### src/rtl/cidle_pkg.sv
package cidle_pkg;
  typedef enum logic [1:0] {LV_C0 = 2'd0, LV_C1 = 2'd1, LV_C3 = 2'd2, LV_C6 = 2'd3} lvl_e;

  typedef enum logic [3:0] {
    S_RUN, S_C1, S_FLUSH, S_CLKOFF, S_SAVE, S_PWROFF,
    S_C3, S_C6, S_PWRON, S_RESTORE, S_CLKON
  } st_e;

  localparam int unsigned NSTEP     = 7;
  localparam int unsigned STP_FLUSH = 0;
  localparam int unsigned STP_CLKOFF= 1;
  localparam int unsigned STP_SAVE  = 2;
  localparam int unsigned STP_PWROFF= 3;
  localparam int unsigned STP_PWRON = 4;
  localparam int unsigned STP_RESTR = 5;
  localparam int unsigned STP_CLKON = 6;

  function automatic lvl_e code_to_lvl(input logic [1:0] code);
    case (code)
      2'd2:    return LV_C3;
      2'd3:    return LV_C6;
      default: return LV_C1; // C1 and C2 share the halt depth
    endcase
  endfunction
endpackage

### src/rtl/cidle_depth_resolve.sv
module cidle_depth_resolve
  import cidle_pkg::*;
#(
  parameter int unsigned NTHR = 2
) (
  input  logic [NTHR-1:0]   req_i,
  input  logic [2*NTHR-1:0] code_i,
  output logic              all_idle_o,
  output lvl_e              lvl_o
);
  lvl_e thr_lvl [NTHR];

  for (genvar t = 0; t < NTHR; t++) begin : g_thr
    assign thr_lvl[t] = code_to_lvl(code_i[2*t+1:2*t]);
  end

  assign all_idle_o = &req_i;

  always_comb begin
    lvl_o = LV_C6;
    for (int t = 0; t < NTHR; t++) begin
      if (thr_lvl[t] < lvl_o) lvl_o = thr_lvl[t];
    end
  end
endmodule

### src/rtl/cidle_step_fsm.sv
module cidle_step_fsm
  import cidle_pkg::*;
(
  input  logic             clk_i,
  input  logic             rst_ni,
  input  logic             go_i,
  input  lvl_e             lvl_i,
  input  logic             wake_i,
  input  logic [NSTEP-1:0] ack_i,
  output st_e              st_o
);
  st_e  st_q, st_d;
  lvl_e tgt_q, tgt_d;
  logic wpend_q, wpend_d;
  logic abort;

  assign abort = wpend_q | wake_i;

  always_comb begin
    st_d  = st_q;
    tgt_d = tgt_q;
    unique case (st_q)
      S_RUN: if (go_i) begin
        tgt_d = lvl_i;
        st_d  = (lvl_i == LV_C1) ? S_C1 : S_FLUSH;
      end
      S_C1:      if (wake_i) st_d = S_RUN;
      S_FLUSH:   if (ack_i[STP_FLUSH])  st_d = abort ? S_RUN : S_CLKOFF;
      S_CLKOFF:  if (ack_i[STP_CLKOFF]) st_d = abort ? S_CLKON :
                                               (tgt_q == LV_C3) ? S_C3 : S_SAVE;
      S_SAVE:    if (ack_i[STP_SAVE])   st_d = abort ? S_CLKON : S_PWROFF;
      S_PWROFF:  if (ack_i[STP_PWROFF]) st_d = abort ? S_PWRON : S_C6;
      S_C3:      if (wake_i) st_d = S_CLKON;
      S_C6:      if (wake_i) st_d = S_PWRON;
      S_PWRON:   if (ack_i[STP_PWRON])  st_d = S_RESTORE;
      S_RESTORE: if (ack_i[STP_RESTR])  st_d = S_CLKON;
      S_CLKON:   if (ack_i[STP_CLKON])  st_d = S_RUN;
      default:   st_d = S_RUN;
    endcase
  end

  // wake remembered only while an entry step is still pending
  always_comb begin
    unique case (st_d)
      S_FLUSH, S_CLKOFF, S_SAVE, S_PWROFF:
        wpend_d = (st_d == st_q) ? abort : wake_i;
      default: wpend_d = 1'b0;
    endcase
  end

  always_ff @(posedge clk_i or negedge rst_ni) begin
    if (!rst_ni) begin
      st_q    <= S_RUN;
      tgt_q   <= LV_C1;
      wpend_q <= 1'b0;
    end else begin
      st_q    <= st_d;
      tgt_q   <= tgt_d;
      wpend_q <= wpend_d;
    end
  end

  assign st_o = st_q;
endmodule

### src/rtl/cidle_status_dec.sv
module cidle_status_dec
  import cidle_pkg::*;
(
  input  st_e              st_i,
  output logic [NSTEP-1:0] step_req_o,
  output logic [1:0]       cstate_o,
  output logic             snoop_en_o,
  output logic             running_o
);
  lvl_e lvl;

  always_comb begin
    step_req_o = '0;
    lvl        = LV_C0;
    unique case (st_i)
      S_RUN:     lvl = LV_C0;
      S_C1:      lvl = LV_C1;
      S_FLUSH:   begin lvl = LV_C1; step_req_o[STP_FLUSH]  = 1'b1; end
      S_CLKOFF:  begin lvl = LV_C3; step_req_o[STP_CLKOFF] = 1'b1; end
      S_SAVE:    begin lvl = LV_C3; step_req_o[STP_SAVE]   = 1'b1; end
      S_PWROFF:  begin lvl = LV_C3; step_req_o[STP_PWROFF] = 1'b1; end
      S_C3:      lvl = LV_C3;
      S_C6:      lvl = LV_C6;
      S_PWRON:   begin lvl = LV_C6; step_req_o[STP_PWRON]  = 1'b1; end
      S_RESTORE: begin lvl = LV_C6; step_req_o[STP_RESTR]  = 1'b1; end
      S_CLKON:   begin lvl = LV_C3; step_req_o[STP_CLKON]  = 1'b1; end
      default:   lvl = LV_C0;
    endcase
  end

  assign cstate_o   = lvl;
  assign snoop_en_o = (lvl == LV_C0) || (lvl == LV_C1);
  assign running_o  = (st_i == S_RUN);
endmodule

### src/rtl/core_idle_seq.sv
module core_idle_seq
  import cidle_pkg::*;
#(
  parameter int unsigned NTHR = 2
) (
  input  logic              clk_i,
  input  logic              rst_ni,
  input  logic [NTHR-1:0]   thr_req_i,
  input  logic [2*NTHR-1:0] thr_code_i,
  input  logic              wake_i,
  input  logic [6:0]        step_ack_i,
  output logic [6:0]        step_req_o,
  output logic [1:0]        cstate_o,
  output logic              snoop_en_o,
  output logic              running_o
);
  logic all_idle;
  lvl_e lvl;
  st_e  st;

  cidle_depth_resolve #(.NTHR(NTHR)) i_resolve (
    .req_i      (thr_req_i),
    .code_i     (thr_code_i),
    .all_idle_o (all_idle),
    .lvl_o      (lvl)
  );

  cidle_step_fsm i_fsm (
    .clk_i  (clk_i),
    .rst_ni (rst_ni),
    .go_i   (all_idle & ~wake_i),
    .lvl_i  (lvl),
    .wake_i (wake_i),
    .ack_i  (step_ack_i),
    .st_o   (st)
  );

  cidle_status_dec i_dec (
    .st_i       (st),
    .step_req_o (step_req_o),
    .cstate_o   (cstate_o),
    .snoop_en_o (snoop_en_o),
    .running_o  (running_o)
  );
endmodule

### config.mk
export PLATFORM = sky130hd
export DESIGN_NAME = core_idle_seq
export DESIGN_NICKNAME = d
export VERILOG_FILES = /design/src/rtl/cidle_pkg.sv /design/src/rtl/cidle_depth_resolve.sv /design/src/rtl/cidle_step_fsm.sv /design/src/rtl/cidle_status_dec.sv /design/src/rtl/core_idle_seq.sv
export SDC_FILE = /design/constraint.sdc
export NUM_CORES = 1
export LEC_CHECK = 0
export BUFFER_PORTS_ARGS = -buffer_cell sky130_fd_sc_hd__buf_4
export CORE_UTILIZATION = 50
export DETAILED_ROUTE_END_ITERATION = 8
export GPL_TIMING_DRIVEN = 0
export PLACE_DENSITY_LB_ADDON = 0.1
export SLEW_MARGIN = 15
export SYNTH_ARGS = -nofsm -noshare
export SYNTH_HDL_FRONTEND = slang
export SYNTH_SLANG_ARGS = --single-unit
export TNS_END_PERCENT = 100
### constraint.sdc
create_clock -name clk_i -period 4.2 [get_ports clk_i]
set_input_delay 0.42 -clock clk_i [delete_from_list [all_inputs] [get_ports clk_i]]
set_output_delay 0.42 -clock clk_i [all_outputs]
set_load 0.01 [all_outputs]
==> results by group <==
Run status
  • Status: finished, final reports clean

Global routing
  • Overall Global Routing Usage: 0.235
  • Grt ovf: 0
  • Initial antenna violation count: 0
  • Largest net degree at the start of global routing: 11
  • First-pass GRT wire length: approximately 3.5 mm
  • Vias in the first global route: 809

Pwr
  • Leakage power: 0.534 nW
  • Logic pwr share: 0.675
  • Max IR drop VDD: 0.285 mV
  • Clock share of power: 0.108
  • P_int: 0.000306 W
  • PD cells: between 400 and 500 nW/µm²
  • Net Sw Power: 0.000219 W
  • Register share of total power: 0.217
  • Switching share of power: 0.417

Logic synthesis
  • EDFF count, synth: 0
  • Post-synth design cell area: 902 µm²
  • Yosys top cell by area: dfrtp_1
  • Fraction of the mapped netlist area in simple logic gates: 0.372
  • Register area share after synthesis: 0.196
  • Post-synthesis mux area share: 0.0527
  • Largest family of logic cells by synthesized area: simple AND/OR/NAND/NOR gates
  • Synth cell types: 49
  • Share of the synthesized area in the top cell type: 0.166
  • Area contributors post-synth: dfrtp_1, buf_6, inv_1, nand2_1, nor2_1
  • Syn Area/Cell: 8.35 µm²
  • Post-synth top flop: dfrtp_1
  • Adder-Cell Fraction of Synth Area: 0.0277
  • Seq cells post-synth: 7
  • Yosys Warn Count: 0
  • Post-synthesis net count: 126
  • Async SR Flop Fraction: 1.00
  • Cells after synthesis: 108
  • XOR/XNOR Fraction of Synth Area: 0.0194
  • Compound-Gate Fraction of Synth Area: 0.197

Floorplanning
  • Initial Utilization: 0.566
  • Die Span Y: 44.5 µm
  • DIE WIDTH: 44.5 µm
  • Ports: 27
  • Die area: 1980 µm²
  • Num rows: 14
  • Core area: around 1600 µm²

Route
  • Initial DRT Pass Iterations: 4
  • Antenna-violating nets left: 0
  • Residual DRC: 0
  • Routed length per instance: 13.0 µm
  • Initial DRC count: 28
  • Routed Wire Length: 2.11 mm
  • Vias: a little under 900
  • Vias per inst: 5.51

Worst setup path
  • Worst-path fanout max: 10
  • Crit end category: primary output
  • Crit path required time: 3.78 ns
  • Crit path kind: flip-flop to primary output
  • CP arrival: 1.58 ns
  • Startpoint Class: flip-flop

Cells and area
  • Commonest non-fill, non-tap cell in the layout: buf_4
  • Final core utilization: 0.725
  • Area of the multi-input gates: 603 µm²
  • Final net count: 157
  • Commonest cells after routing, fill and taps aside: buf_4, inv_1, nand2_1
  • Sequential Area: 176 µm²
  • Layout area overhead: 28.2%
  • Layout cells sized above 1: 0.362
  • Fill cells: 129
  • Post-route insts no fill: approximately 160
  • Antenna cells: 0

STA
  • Tcrit/Tclk final: 0.477
  • Fin. Hold Viols: 0
  • Clock Skew: 0.00259 ns
  • RSZ-0062 raised after global routing: no
  • Slew HR: 0.774
  • TNS Setup: 0 ns
  • Slew Limit Fails: 0
  • Final Hold Slack: 0.462 ns
  • Worst-Margin Slew: 0.334 ns
  • Crit path time final: roughly 2.0 ns
  • Final setup vio count: 0
  • Fmax: 0.499 GHz

CTS
  • Clk slew on worst S/H paths: 0.05 ns
  • Resized cells post-CTS: 0
  • Clock Path Buffers: 2
  • CTS tree: done
  • Clk root buf: clkbuf_4
  • Clock sink count: 7
  • # hold bufs at CTS: 1
  • Worst-Skew Late Latency: roughly 0.24 ns
  • Setup bufs post-CTS: 0
  • Number of CTS-inserted buffers: 3
  • Htree depth: 1

Place
  • Final HPWL DP: 1.66 mm
  • RePlAce Congestion: 0.814
  • IO buf count: 25
  • Placed Cells: 157

Hold path
  • HP Class: input pin to flip-flop

Job
  • Max cap viols: 0
## worst paths after layout
check,cells after the start,slack [ns],from,to
max,6,2.20,i_fsm.st_o[1],cstate_o[1]
min,3,0.46,step_ack_i[4],i_fsm.st_o[0]
max reg2reg,6,2.40,i_fsm.st_o[1],i_fsm.wpend_q
min reg2reg,1,0.50,i_fsm.tgt_q[1],i_fsm.tgt_q[1]
max in group asynchronous,2,3.47,rst_ni,i_fsm.tgt_q[0]
min in group asynchronous,2,0.53,rst_ni,i_fsm.st_o[3]
## cells by family after synthesis
logic type      Yosys count
compound gates           23
xor+xnor                  2
fa+ha+maj                 2
buf+inv                  20
flops                     7
mux                       4
simple gates             50
## Yosys cell counts, types with 2 or more instances
| library cell | count |
|---|---|
| inv_1 | 9 |
| nand2_1 | 9 |
| nor2_1 | 8 |
| dfrtp_1 | 6 |
| a21oi_1 | 5 |
| buf_6 | 5 |
| nor3_1 | 5 |
| nand2b_1 | 3 |
| nand3b_1 | 3 |
| a31oi_1 | 2 |
| a32oi_1 | 2 |
| buf_2 | 2 |
| buf_4 | 2 |
| clkbuf_1 | 2 |
| ha_1 | 2 |
| mux2_2 | 2 |
| nand4_1 | 2 |
| nand4b_1 | 2 |
| nand4bb_1 | 2 |
| nor2b_1 | 2 |
| o21a_1 | 2 |
| o21ai_0 | 2 |
| o31ai_1 | 2 |
| xor2_1 | 2 |
## final cells by class
cell class,count,share of cell area
Inverter,9,0.0292
Clock buffer,4,0.0227
Timing Repair Buffer,26,0.171
Sequential cell,7,0.153
Tap cell,24,0.0260
Buffer,11,0.0768
Multi-Input combinational cell,81,0.522
## power groups by stage
stage	combinational, W	sequential, W	clock, W
global placement	0.000348	0.000113	0
floorplan	0.000250	0.000110	0
CTS	0.000355	0.000113	0.0000597
detailed placement	0.000354	0.000114	0
finish	0.000354	0.000114	0.0000567
global route	0.000387	0.000117	0.0000606
## layer usage
layer / share of wire / routed length [µm] / GRT usage / vias to the layer above
met1: 0.44 / 934 / 0.317 / 418
met4: 0 / 0 / 0.0727 / 0
li1: - / - / - / 446
met5: 0 / 0 / 0 / -
met2: 0.51 / 1080 / 0.403 / 29
met3: 0.045 / 95 / 0.0122 / 0
## stage by stage
| step | area, µm² | total power [W] | worst slack [ns] |
|---|---|---|---|
| after detailed placement | 1120 | 0.000468 | 2.38 |
| final | 1160 | 0.000525 | 2.20 |
| after global placement | 1120 | 0.000462 | 2.42 |
| after global routing | 1160 | 0.000564 | 2.08 |
| after floorplan | 902 | 0.000360 | 2.50 |
| after CTS | 1160 | 0.000528 | 2.18 |
## critical path: stages, from the launching register on
cell	delay, ns
dfrtp_1	0.45
buf_6	0.17
buf_2	0.18
a21oi_1	0.16
xor2_1	0.19
inv_1	0.05
buf_4	0.14
## sequential cells by signal, indices dropped and copies added, names as in the netlist
signal	count
i_fsm.st_o	4
i_fsm.tgt_q	2
i_fsm.wpend_q	1
Power figures use the tool's default switching activity.
